**src/rtl/serial_addr_rx_pkg.sv**
```systemverilog
package serial_addr_rx_pkg;
  typedef enum logic [1:0] {
    MODE_WR_IN  = 2'd0,
    MODE_RD_A   = 2'd1,
    MODE_RD_B   = 2'd2,
    MODE_REFR   = 2'd3
  } sar_mode_e;
endpackage

```
**src/rtl/sar_shifter.sv**
```systemverilog
module sar_shifter #(
  parameter int AW = 8
) (
  input  logic          clk_i,
  input  logic          rst_ni,
  input  logic          start_i,
  input  logic          word_col_i,
  input  logic          bit_vld_i,
  input  logic          sdat_i,
  output logic          done_o,
  output logic          done_col_o,
  output logic [AW-1:0] word_o
);
  localparam int CW = (AW > 1) ? $clog2(AW) : 1;
  localparam logic [CW-1:0] LAST = CW'(AW - 1);

  logic [CW-1:0] cnt_q, cnt_eff;
  logic [AW-1:0] sh_q, sh_eff, sh_nxt;
  logic          act_q, act_eff, col_q, col_eff;

  // start_i restarts the word in the same cycle
  always_comb begin
    cnt_eff = start_i ? '0 : cnt_q;
    sh_eff  = start_i ? '0 : sh_q;
    act_eff = start_i | act_q;
    col_eff = start_i ? word_col_i : col_q;
    sh_nxt  = {sh_eff[AW-2:0], sdat_i};
  end

  assign done_o     = bit_vld_i & act_eff & (cnt_eff == LAST);
  assign done_col_o = col_eff;
  assign word_o     = sh_nxt;

  always_ff @(posedge clk_i or negedge rst_ni) begin
    if (!rst_ni) begin
      cnt_q <= '0;
      sh_q  <= '0;
      act_q <= 1'b0;
      col_q <= 1'b0;
    end else begin
      col_q <= col_eff;
      if (bit_vld_i && act_eff) begin
        sh_q <= sh_nxt;
        if (cnt_eff == LAST) begin
          cnt_q <= '0;
          act_q <= 1'b0;
        end else begin
          cnt_q <= cnt_eff + CW'(1);
          act_q <= 1'b1;
        end
      end else begin
        cnt_q <= cnt_eff;
        sh_q  <= sh_eff;
        act_q <= act_eff;
      end
    end
  end
endmodule

```
**src/rtl/sar_row_latch.sv**
```systemverilog
module sar_row_latch #(
  parameter int AW        = 8,
  parameter int ROW_LIMIT = 212
) (
  input  logic          clk_i,
  input  logic          rst_ni,
  input  logic          done_i,
  input  logic          done_col_i,
  input  logic [AW-1:0] word_i,
  output logic [AW-1:0] row_o,
  output logic          row_vld_o,
  output logic          row_err_o
);
  localparam logic [AW:0] LIM = (AW+1)'(ROW_LIMIT);

  logic row_done, in_range;
  assign row_done = done_i & ~done_col_i;
  assign in_range = {1'b0, word_i} < LIM;

  always_ff @(posedge clk_i or negedge rst_ni) begin
    if (!rst_ni) begin
      row_o     <= '0;
      row_vld_o <= 1'b0;
      row_err_o <= 1'b0;
    end else begin
      row_err_o <= row_done & ~in_range;
      if (row_done) begin
        row_vld_o <= in_range;
        if (in_range) row_o <= word_i;
      end
    end
  end
endmodule

```
**src/rtl/sar_cmd_gen.sv**
```systemverilog
module sar_cmd_gen #(
  parameter int AW     = 8,
  parameter int MODE_W = 2
) (
  input  logic                 clk_i,
  input  logic                 rst_ni,
  input  logic                 done_i,
  input  logic                 done_col_i,
  input  logic [AW-1:0]        word_i,
  input  logic [AW-1:0]        row_i,
  input  logic                 row_vld_i,
  output logic                 cmd_vld_o,
  output logic [AW-1:0]        cmd_row_o,
  output logic [AW-MODE_W-1:0] cmd_col_o,
  output logic [MODE_W-1:0]    cmd_mode_o,
  output logic [2**MODE_W-1:0] cmd_op_o
);
  localparam int COL_W = AW - MODE_W;
  localparam int N_OP  = 2**MODE_W;

  logic              fire;
  logic [MODE_W-1:0] mode_w;
  logic [N_OP-1:0]   op_w;

  assign fire   = done_i & done_col_i & row_vld_i;
  assign mode_w = word_i[AW-1 -: MODE_W];

  for (genvar g = 0; g < N_OP; g++) begin : g_op
    assign op_w[g] = (mode_w == MODE_W'(g));
  end

  always_ff @(posedge clk_i or negedge rst_ni) begin
    if (!rst_ni) begin
      cmd_vld_o  <= 1'b0;
      cmd_row_o  <= '0;
      cmd_col_o  <= '0;
      cmd_mode_o <= '0;
      cmd_op_o   <= '0;
    end else begin
      cmd_vld_o <= fire;
      cmd_op_o  <= fire ? op_w : '0;
      if (fire) begin
        cmd_row_o  <= row_i;
        cmd_col_o  <= word_i[COL_W-1:0];
        cmd_mode_o <= mode_w;
      end
    end
  end
endmodule

```
**src/rtl/serial_addr_rx.sv**
```systemverilog
module serial_addr_rx
  import serial_addr_rx_pkg::*;
#(
  parameter int AW        = 8,
  parameter int MODE_W    = 2,
  parameter int ROW_LIMIT = 212
) (
  input  logic                 clk_i,
  input  logic                 rst_ni,
  input  logic                 start_i,
  input  logic                 word_col_i,
  input  logic                 bit_vld_i,
  input  logic                 sdat_i,
  output logic [AW-1:0]        row_o,
  output logic                 row_vld_o,
  output logic                 row_err_o,
  output logic                 cmd_vld_o,
  output logic [AW-1:0]        cmd_row_o,
  output logic [AW-MODE_W-1:0] cmd_col_o,
  output logic [MODE_W-1:0]    cmd_mode_o,
  output logic [2**MODE_W-1:0] cmd_op_o
);
  logic          done, done_col;
  logic [AW-1:0] word;

  sar_shifter #(.AW(AW)) i_shift (
    .clk_i, .rst_ni, .start_i, .word_col_i, .bit_vld_i, .sdat_i,
    .done_o(done), .done_col_o(done_col), .word_o(word)
  );

  sar_row_latch #(.AW(AW), .ROW_LIMIT(ROW_LIMIT)) i_row (
    .clk_i, .rst_ni, .done_i(done), .done_col_i(done_col), .word_i(word),
    .row_o, .row_vld_o, .row_err_o
  );

  sar_cmd_gen #(.AW(AW), .MODE_W(MODE_W)) i_cmd (
    .clk_i, .rst_ni, .done_i(done), .done_col_i(done_col), .word_i(word),
    .row_i(row_o), .row_vld_i(row_vld_o),
    .cmd_vld_o, .cmd_row_o, .cmd_col_o, .cmd_mode_o, .cmd_op_o
  );
endmodule

```
**config.mk**
```make
export PLATFORM = sky130hd
export DESIGN_NAME = serial_addr_rx
export DESIGN_NICKNAME = d
export VERILOG_FILES = /design/src/rtl/serial_addr_rx_pkg.sv /design/src/rtl/sar_shifter.sv /design/src/rtl/sar_row_latch.sv /design/src/rtl/sar_cmd_gen.sv /design/src/rtl/serial_addr_rx.sv
export SDC_FILE = /design/constraint.sdc
export NUM_CORES = 1
export LEC_CHECK = 0
export BUFFER_PORTS_ARGS = -buffer_cell sky130_fd_sc_hd__buf_2
export CAP_MARGIN = 40
export CORE_ASPECT_RATIO = 0.7
export CORE_MARGIN = 1.5
export CORE_UTILIZATION = 35
export CTS_CLUSTER_DIAMETER = 200
export CTS_CLUSTER_SIZE = 16
export DETAILED_ROUTE_END_ITERATION = 12
export HOLD_SLACK_MARGIN = 0.06
export PLACE_DENSITY_LB_ADDON = 0.05
export RECOVER_POWER = 50
export SYNTH_ARGS = -nofsm -noshare
export SYNTH_HDL_FRONTEND = slang
export SYNTH_SLANG_ARGS = --single-unit
```
**constraint.sdc**
```tcl
create_clock -name clk_i -period 2.1 [get_ports clk_i]
set_input_delay 0.42 -clock clk_i [delete_from_list [all_inputs] [get_ports clk_i]]
set_output_delay 0.42 -clock clk_i [all_outputs]
set_load 0.02 [all_outputs]
```
=== Yosys cells after proc, flatten, opt, wreduce, memory -nomap -nowiden ===
Cells that the tools add are included.

* Add/sub/neg operators: 1
* $lt $le $gt $ge: 1
* Equal/unequal tests: 4
* Multiplexer cells: 9
* Bitwise gates (word level): 9
* Reduce and logical (&&, ||, !) cells: 3

{| class="wikitable"
|+ Operators with widths
! operator !! number
|-
| 7-bit two-way mux || 2
|-
| 3-bit two-way mux || 3
|-
| 8-bit < comparator (second input constant) || 1
|-
| 1-bit AND || 6
|-
| 2-bit == test (second input constant) || 2
|-
| 4-bit two-way mux || 1
|-
| 3-bit by 1-bit adder with 3-bit output (second input constant) || 1
|-
| 3-bit == test (second input constant) || 1
|-
| 1-bit two-way mux || 3
|-
| 2-bit by 1-bit == test with 1-bit output (second input constant) || 1
|-
| 2-bit zero test || 1
|-
| 1-bit inverter || 2
|-
| 2-bit AND reduction || 1
|-
| 1-bit logical AND || 1
|-
| 1-bit OR || 1
|}

* Bits in registers: 43
* Output and inout port bits: 31
* Logic and storage cells: 39

=== Longest topological paths before layout ===
Gate-level depths: netlist of the first run.

* Word-level depth: 6
* Depth in mapped cells: 9
* Mapped depth without buffers: 7

=== Cells and area by module ===
From an unflattened synthesis of the first run, not the netlist that was laid out.

* Cell total of the unflattened synthesis: 140
* Area, all modules: 1,945.6 sq um

{| class="wikitable"
|+ By module, submodules not included
! module !! instances !! cells an instance !! area each (sq um) !! sequential area each (sq um)
|-
| sar_cmd_gen || 1 || 44 || 809.5 || 525.5
|-
| sar_shifter || 1 || 62 || 679.4 || 300.3
|-
| sar_row_latch || 1 || 34 || 456.7 || 250.2
|}

=== Worst setup path after synthesis of the first run ===
No wires, ideal clock.

* Path type: input port to flip-flop
* From: in start_i
* To: reg i_cmd.cmd_col_o[0]
* Library setup time: 0.125 ns
* Data arrival time: 1.881 ns
* Required time: 1.975 ns
* Path slack: 0.094 ns
* Stages on the path: 8
* Path through: buf_2 -> nor2b_1 -> ha_1 -> ha_1 -> and2_1 -> o2111ai_2 -> buf_6 -> mux2_4

* Longest elaborated chain between the ends: 5
* Elaborated cells on any way between the ends: 8
* Classes of those cells: eq/ne: 1; mux: 2; bitwise: 5

{| class="wikitable"
|+ RTL lines
! element !! RTL line !! RTL
|-
| from (decl) || serial_addr_rx.sv:10 || <nowiki>input logic start_i,</nowiki>
|-
| 3-bit two-way mux / 1-bit OR (equally long branches) || sar_shifter.sv:23, sar_shifter.sv:25 ||
|-
| 3-bit == test / 1-bit AND (equally long branches) || sar_shifter.sv:30 || <nowiki>assign done_o = bit_vld_i & act_eff & (cnt_eff == LAST);</nowiki>
|-
| 1-bit AND || sar_shifter.sv:30 ||
|-
| 1-bit AND * (2 in a row) || sar_cmd_gen.sv:25 || <nowiki>assign fire = done_i & done_col_i & row_vld_i;</nowiki>
|-
| to (signal assigned) || sar_cmd_gen.sv:44 || <nowiki>cmd_col_o <= word_i[COL_W-1:0];</nowiki>
|-
| to (decl) || sar_cmd_gen.sv:14 || <nowiki>output logic [AW-MODE_W-1:0] cmd_col_o,</nowiki>
|}

Every way passes the cells marked *; elsewhere a longest branch is shown, timed or not.
A chain may end at the register's enable or synchronous reset.

=== Worst setup path in the final report of the first run ===
* From: reg i_shift.cnt_q[0]
* To: reg i_row.row_o[1]

* Longest elaborated chain between the ends: 5

{| class="wikitable"
|+ RTL lines
! element !! RTL line !! RTL
|-
| from (decl) || sar_shifter.sv:17 || <nowiki>logic [CW-1:0] cnt_q, cnt_eff;</nowiki>
|-
| from (signal assigned) || sar_shifter.sv:48 || <nowiki>cnt_q <= cnt_eff + CW'(1);</nowiki>
|-
| from (signal assigned) || sar_shifter.sv:52 || <nowiki>cnt_q <= cnt_eff;</nowiki>
|-
| 3-bit two-way mux || sar_shifter.sv:23 || <nowiki>cnt_eff = start_i ? '0 : cnt_q;</nowiki>
|-
| 3-bit == test || sar_shifter.sv:30 ||
|-
| 1-bit AND || sar_shifter.sv:30 ||
|-
| 1-bit AND || sar_row_latch.sv:17 || <nowiki>assign row_done = done_i & ~done_col_i;</nowiki>
|-
| 2-bit AND reduction (no line) || n/a ||
|-
| to (signal assigned) || sar_row_latch.sv:29 || <nowiki>if (in_range) row_o <= word_i;</nowiki>
|-
| to (decl) || sar_row_latch.sv:10 || <nowiki>output logic [AW-1:0] row_o,</nowiki>
|}

Every way passes these cells.

==> metrics.cfg, run 1 <==
[die]
fp.dieW_um=88.58
io_pins=37
die_area_um2=5572
start_util_pct=36.91
coreArea_um2=4861
die_h_um=62.91
fp-row-count=21

[logic_synthesis]
syn_nets=138
ys_warn_count=0
syn-cell-area_um2=1794
synth_cell_types=27
synthCells=130
synth_seq_area_share_pct=59.97
syn_area_per_cell_um2=13.80
ys_ff_latch=43

[global_route]
grt_max_degree=24
grt_pass1_vias=1202
track_usage_pct=14.46
gr-total-overflow=0
grt_pass1_wl_um=5996
antenna_found_initial=0

[power_and_ir_drop]
swShare_pct=20.76
p_seq_share_pct=53.4
p_switching_w=0.0003287
peakVddDrop_mv=0.3136
total_power_w=0.001583
power_frac_comb_pct=4.6
leakagePower_nw=1.178
power.density_nw_per_um2=721.0
pwr-share-clk_pct=41.9
internal-power_w=0.001254

[setup_path]
cp.arrival_ns=2.17
required_ns=2.27
r2r-start=i_shift.cnt_q[0]
r2r_setup_slack_ns=0.11
reg2reg_to=i_row.row_o[1]
slowest_delay_ns=0.39
rr_worst_depth=7
cp_max_fo=6
crit_type=reg2reg
critPathMostFrequentCell=ha_1
critical_path.startpoint_type=flip-flop
crit_slowest_cell=mux2_2
end_kind=flip-flop
path_buf_inv=0
crit_family=simple AND/OR/NAND/NOR gates
worstPathCellList=nor2b_1 -> ha_1 -> ha_1 -> and2_1 -> o21a_1 -> nand2_1 -> mux2_2

[detailed_routing]
wire_per_inst_um=14.61
viasPerCell=4.565
totalWireLength_um=3595
num_vias=1123
first_pass_iters=4
drc_errors=0
ant_nets=0
drt_iter0_markers=67

[clocking]
cts_sinks=43
tritoncts=done
root_buffer=clkbuf_8
hold_buffers=0
clk_pin_slew_ns=0.08
htreeDepth=2
clkLatencyLatePin_ns=0.29
post_cts_buffers=0
cts_inserted_buffers=5
clock_path_buffers=2
cts.repair.resized=0

[cells_and_area]
fin_util_pct=45.17
fin_cells=246
final_common_cell=dfrtp_1
layout.nets=184
drive_gt1_share_pct=37.29
insertedDiodeCount=0
layout_common_cells=dfrtp_1, buf_2, mux2_4, nor2_1, clkbuf_1
fillerInstances=473
ff_latch_area_um2=1076
multi_input_area_um2=674.4
fin_area_um2=2196
area_growth_pct=22.39

[timing]
layout_min_cycle_time_ns=1.992
rsz0062_at_grt=no
post-route-period-util_pct=94.84
slew_viol_final=0
fmax_ghz=0.5021
whs_ns=0.3482
timing.slew.headroom_pct=21.24
tightest_slew_ns=1.181
setup_violations=0
hold_viol_final=0
clock-skew-final_ns=0.007306

[placement]
dpl_cell_area_um2=2113
hpwlAfterDp_um=2576
gp_routability_congestion=0.7283
place_inst=238
portBuffers=36

[status]
status=finished, final reports clean

[min_path]
hold_path_class=in2async

[run]
cap_violations=0

## cell type report
type | instances | area share [%]
Sequential cell | 43 | 49.00
Multi-Input combinational cell | 80 | 30.71
Timing Repair Buffer | 45 | 10.83
Tap cell | 69 | 3.932
Clock buffer | 6 | 3.761
Clock inverter | 2 | 1.595
Inverter | 1 | 0.1709
## through the flow
stage               setup TNS [ns]  setup slack (ns)
floorplan                        0           0.09409
global placement                 0           0.04140
detailed placement        -0.03861         -0.008846
CTS                              0           0.09287
global route                     0          0.003205
finish                           0            0.1084
## Yosys cell counts
cell type	count	area, um2
nor3b_1	1	7.510
nand2b_1	2	12.51
mux2_4	13	195.2
a32o_1	1	10.01
buf_2	2	10.01
nor2_1	13	48.80
xnor2_1	1	8.760
nand2_1	4	15.01
o2111ai_2	1	15.01
mux2_2	10	112.6
o21ai_0	3	15.01
clkbuf_1	2	7.510
mux2i_1	6	60.06
nor2b_1	9	56.30
ha_1	2	25.02
a21oi_1	2	10.01
inv_1	1	3.750
o21a_1	3	22.52
o21bai_1	1	7.510
o21ai_1	1	5.000
nand3b_1	1	7.510
nor3_1	2	10.01
dfrtp_1	43	1076
a2bb2oi_1	2	17.52
buf_6	2	22.52
or2_2	1	6.260
and2_1	1	6.260
## kinds of logic after synthesis
| group | Yosys count | synth area share [%] |
|---|---|---|
| AO/OA/AOI/OAI | 14 | 5.718 |
| XOR/XNOR | 1 | 0.4882 |
| adder cells (fa/ha/maj) | 2 | 1.394 |
| buffers and inverters | 7 | 2.441 |
| flip-flops | 43 | 59.97 |
| multiplexers | 29 | 20.50 |
| AND/OR/NAND/NOR | 34 | 9.484 |
## flip-flops by register name, indices dropped and copies added, names as in the netlist
| signal | count |
|---|---|
| i_cmd.cmd_col_o | 6 |
| i_shift.act_q | 1 |
| i_cmd.cmd_mode_o | 2 |
| i_cmd.cmd_row_o | 8 |
| i_shift.col_q | 1 |
| i_shift.sh_q | 7 |
| i_row.row_vld_o | 1 |
| i_row.row_err_o | 1 |
| i_cmd.cmd_op_o | 4 |
| i_shift.cnt_q | 3 |
| i_row.row_o | 8 |
| i_cmd.cmd_vld_o | 1 |
## layer usage
metal / GRT usage, % / wire (um) / vias to the layer above
met2: 20.32 / 1588 / 23
met3: 4.888 / 143 / 2
met5: 0 / 0 / -
met1: 21.27 / 1844 / 564
li1: - / - / 534
met4: 3.516 / 18 / 0
## worst max path at each step
| stage | startpoint | endpoint | slack, ns | depth (start not counted) |
|---|---|---|---|---|
| floorplan | start_i | i_cmd.cmd_col_o[0] | 0.09 | 8 |
| global placement | start_i | i_row.row_o[2] | 0.04 | 8 |
| detailed placement | start_i | i_row.row_o[0] | -0.009 | 8 |
| CTS | i_shift.cnt_q[0] | i_row.row_o[1] | 0.09 | 7 |
| global route | i_shift.cnt_q[0] | i_row.row_o[1] | 0.003 | 7 |
| finish | i_shift.cnt_q[0] | i_row.row_o[1] | 0.11 | 7 |
## power groups by stage
stage	clock [W]	combinational [W]	sequential [W]
after floorplan	0	0.0000381	0.000861
after global placement	0	0.0000789	0.000862
after detailed placement	0	0.0000815	0.000862
after CTS	0.000695	0.0000817	0.000846
after global routing	0.000724	0.0000837	0.000847
final	0.000664	0.0000732	0.000846
## worst register-to-register path: stages (launching register included)
cell     delay (ns)
dfrtp_1        0.37
nor2b_1        0.15
ha_1           0.20
ha_1           0.19
and2_1         0.18
o21a_1         0.13
nand2_1        0.29
mux2_2         0.39
Note: power is estimated with default switching activity, not from simulation.
==> inputs of run 2 (changes only) <==
- CORE_UTILIZATION: 35 -> 30
==> run 2 against run 1 <==
Worst hold slack got worse by 0.0098 ns. Core utilization fell by 7.9 points. Sequential power barely moved. Cell count rose by 2.0%. Flip-flop and latch count did not move. Register-to-register slack barely moved. Clock skew rose by 0.0021 ns. Combinational power fell by 6.1%. Maximum frequency rose by 0.21%. Count of clock-buffer cells in the layout did not move. Die area rose by 16%. Critical path type unchanged. Highest routed layer unchanged.
==> metrics.cfg, run 2 (synthesis gave the netlist of run 1 again) <==
[setup_path]
cp_max_fo=6  ; unchanged
end_kind=flip-flop
r2r_setup_slack_ns=0.11  ; about the same
critical_path.startpoint_type=flip-flop
required_ns=2.27  ; about the same
crit_type=reg2reg
cp.arrival_ns=2.16  ; about the same

[power_and_ir_drop]
power_frac_comb_pct=4.8  ; +0.2 points
power.density_nw_per_um2=665.9  ; -7.6%
internal-power_w=0.001099  ; -12%
pwr-share-clk_pct=36.0  ; -5.9 points
peakVddDrop_mv=0.2151  ; -31%
swShare_pct=23.15  ; +2.4 points
p_switching_w=0.0003310  ; +0.71%
leakagePower_nw=1.151  ; -2.3%
p_seq_share_pct=59.2  ; +5.8 points

[timing]
setup_slack_ns=0.1126  ; +0.004219 ns
tightest_slew_ns=1.175  ; -0.006720 ns
setup_violations=0  ; unchanged
hold_viol_final=0  ; unchanged
fmax_ghz=0.5032  ; +0.21%
timing.slew.headroom_pct=21.69  ; +0.45 points
post-route-period-util_pct=94.64  ; -0.20 points
slew_viol_final=0  ; unchanged
clock-skew-final_ns=0.009371  ; +0.002066 ns
rsz0062_at_grt=no
whs_ns=0.3384  ; -0.009786 ns
layout_min_cycle_time_ns=1.987  ; -0.004219 ns

[placement]
hpwlAfterDp_um=2608  ; +1.3%
dpl_cell_area_um2=2101  ; -0.59%
gp_routability_congestion=0.7283  ; unchanged
place_ws_ns=-0.09723  ; -0.08838 ns
portBuffers=36  ; unchanged
place_inst=243  ; +2.1%

[detailed_routing]
drc_errors=0  ; unchanged
first_pass_iters=4  ; unchanged
wire_per_inst_um=14.19  ; -2.9%
totalWireLength_um=3561  ; -0.95%
num_vias=1089  ; -3.0%
ant_nets=0  ; unchanged
viasPerCell=4.339  ; -5.0%
drt_iter0_markers=44  ; -34%

[min_path]
hold_path_class=in2async

[clocking]
tritoncts=done
clock_path_buffers=2  ; unchanged
htreeDepth=2  ; unchanged
clkLatencyLatePin_ns=0.29  ; about the same
post_cts_buffers=0  ; unchanged
cts.repair.resized=0  ; unchanged
cts_sinks=43  ; unchanged
hold_buffers=0  ; unchanged
root_buffer=clkbuf_8
cts_inserted_buffers=5  ; unchanged
clk_pin_slew_ns=0.08  ; about the same

[die]
start_util_pct=31.17  ; -5.7 points
die_area_um2=6461  ; +16%
fp.dieW_um=95.44  ; +7.7%
io_pins=37  ; unchanged
die_h_um=67.71  ; +7.6%
fp-row-count=23  ; +9.5%
coreArea_um2=5756  ; +18%

[global_route]
grt_pass1_vias=1121  ; -6.7%
antenna_found_initial=0  ; unchanged
grt_max_degree=23  ; -4.2%
grt_pass1_wl_um=5830  ; -2.8%
gr-total-overflow=0  ; unchanged
track_usage_pct=12.37  ; -2.1 points

[cells_and_area]
final_common_cell=dfrtp_1
layout_common_cells=dfrtp_1, buf_2, nor2_1, mux2_4, clkbuf_1
fin_area_um2=2147  ; -2.2%
area_growth_pct=19.67
insertedDiodeCount=0  ; unchanged
largestRegisters=i_cmd.cmd_row_o: 8 flops, i_row.row_o: 8 flops, i_shift.sh_q: 7 flops
layout.nets=183  ; -0.54%
drive_gt1_share_pct=36.93  ; -0.36 points
fin_util_pct=37.30  ; -7.9 points
fin_cells=251  ; +2.0%

[status]
status=finished, final reports clean

[run]
cap_violations=0  ; unchanged

-- run 2: cell types whose count changed in the layout (fill, tap and decap cells not counted) --
| cell | change |
|---|---|
| buf_12 | -1 |
| buf_2 | +2 |
| buf_4 | -1 |
| bufinv_16 | -1 |
| clkbuf_1 | -1 |
| clkbuf_2 | +1 |
| clkbuf_8 | -1 |
| clkinvlp_4 | +1 |
| mux2_1 | +1 |
| mux2_4 | -1 |
-- run 2: final cells by class --
type                       instances  area (um2)
clock buffer                       6       72.57
fill                             592        3608
multi-input combinational         80       670.6
inverter                           1       3.754
tap                               75       93.84
clock inverter                     2       12.51
sequential                        43        1076
timing repair buffer              44       217.7
-- run 2: final timing paths --
check	startpoint	to	cells after the start
setup / recovery	i_shift.cnt_q[0]	i_row.row_o[0]	7
hold reg to reg	i_cmd.cmd_mode_o[0]	i_cmd.cmd_mode_o[0]	2
hold / removal	rst_ni	i_cmd.cmd_mode_o[1]	1
setup reg to reg	i_shift.cnt_q[0]	i_row.row_o[0]	7
max in group asynchronous	rst_ni	i_shift.cnt_q[2]	2
min in group clk_i	sdat_i	i_cmd.cmd_col_o[0]	2
-- run 2: worst max-delay path: stages, from the launching register on --
cell	delay (ns)
dfrtp_1	0.37
nor2b_1	0.15
ha_1	0.21
ha_1	0.18
and2_1	0.17
o21a_1	0.13
nand2_1	0.27
mux2_2	0.39
-- run 2: per-layer routing --
metal,track usage (%),up-vias,wire length (um)
met5,0,-,0
met4,4.963,0,58
met3,3.378,7,171
met2,17.29,28,1488
met1,17.90,521,1843
li1,-,533,-
-- run 2: power by group through the flow --
stage          registers (W)  clock network, W   logic, W
2_1_floorplan       0.000861                 0  0.0000381
3_3_place_gp        0.000863                 0  0.0000780
3_5_place_dp        0.000863                 0  0.0000805
4_1_cts             0.000847          0.000543  0.0000807
5_1_grt             0.000848          0.000595  0.0000794
6_report            0.000847          0.000514  0.0000687
-- run 2: stage by stage --
stage	total power (W)	TNS [ns]
CTS	0.001470	0
global route	0.001522	0
detailed placement	0.0009439	-0.5427
floorplan	0.0008994	0
finish	0.001430	0
global placement	0.0009407	0
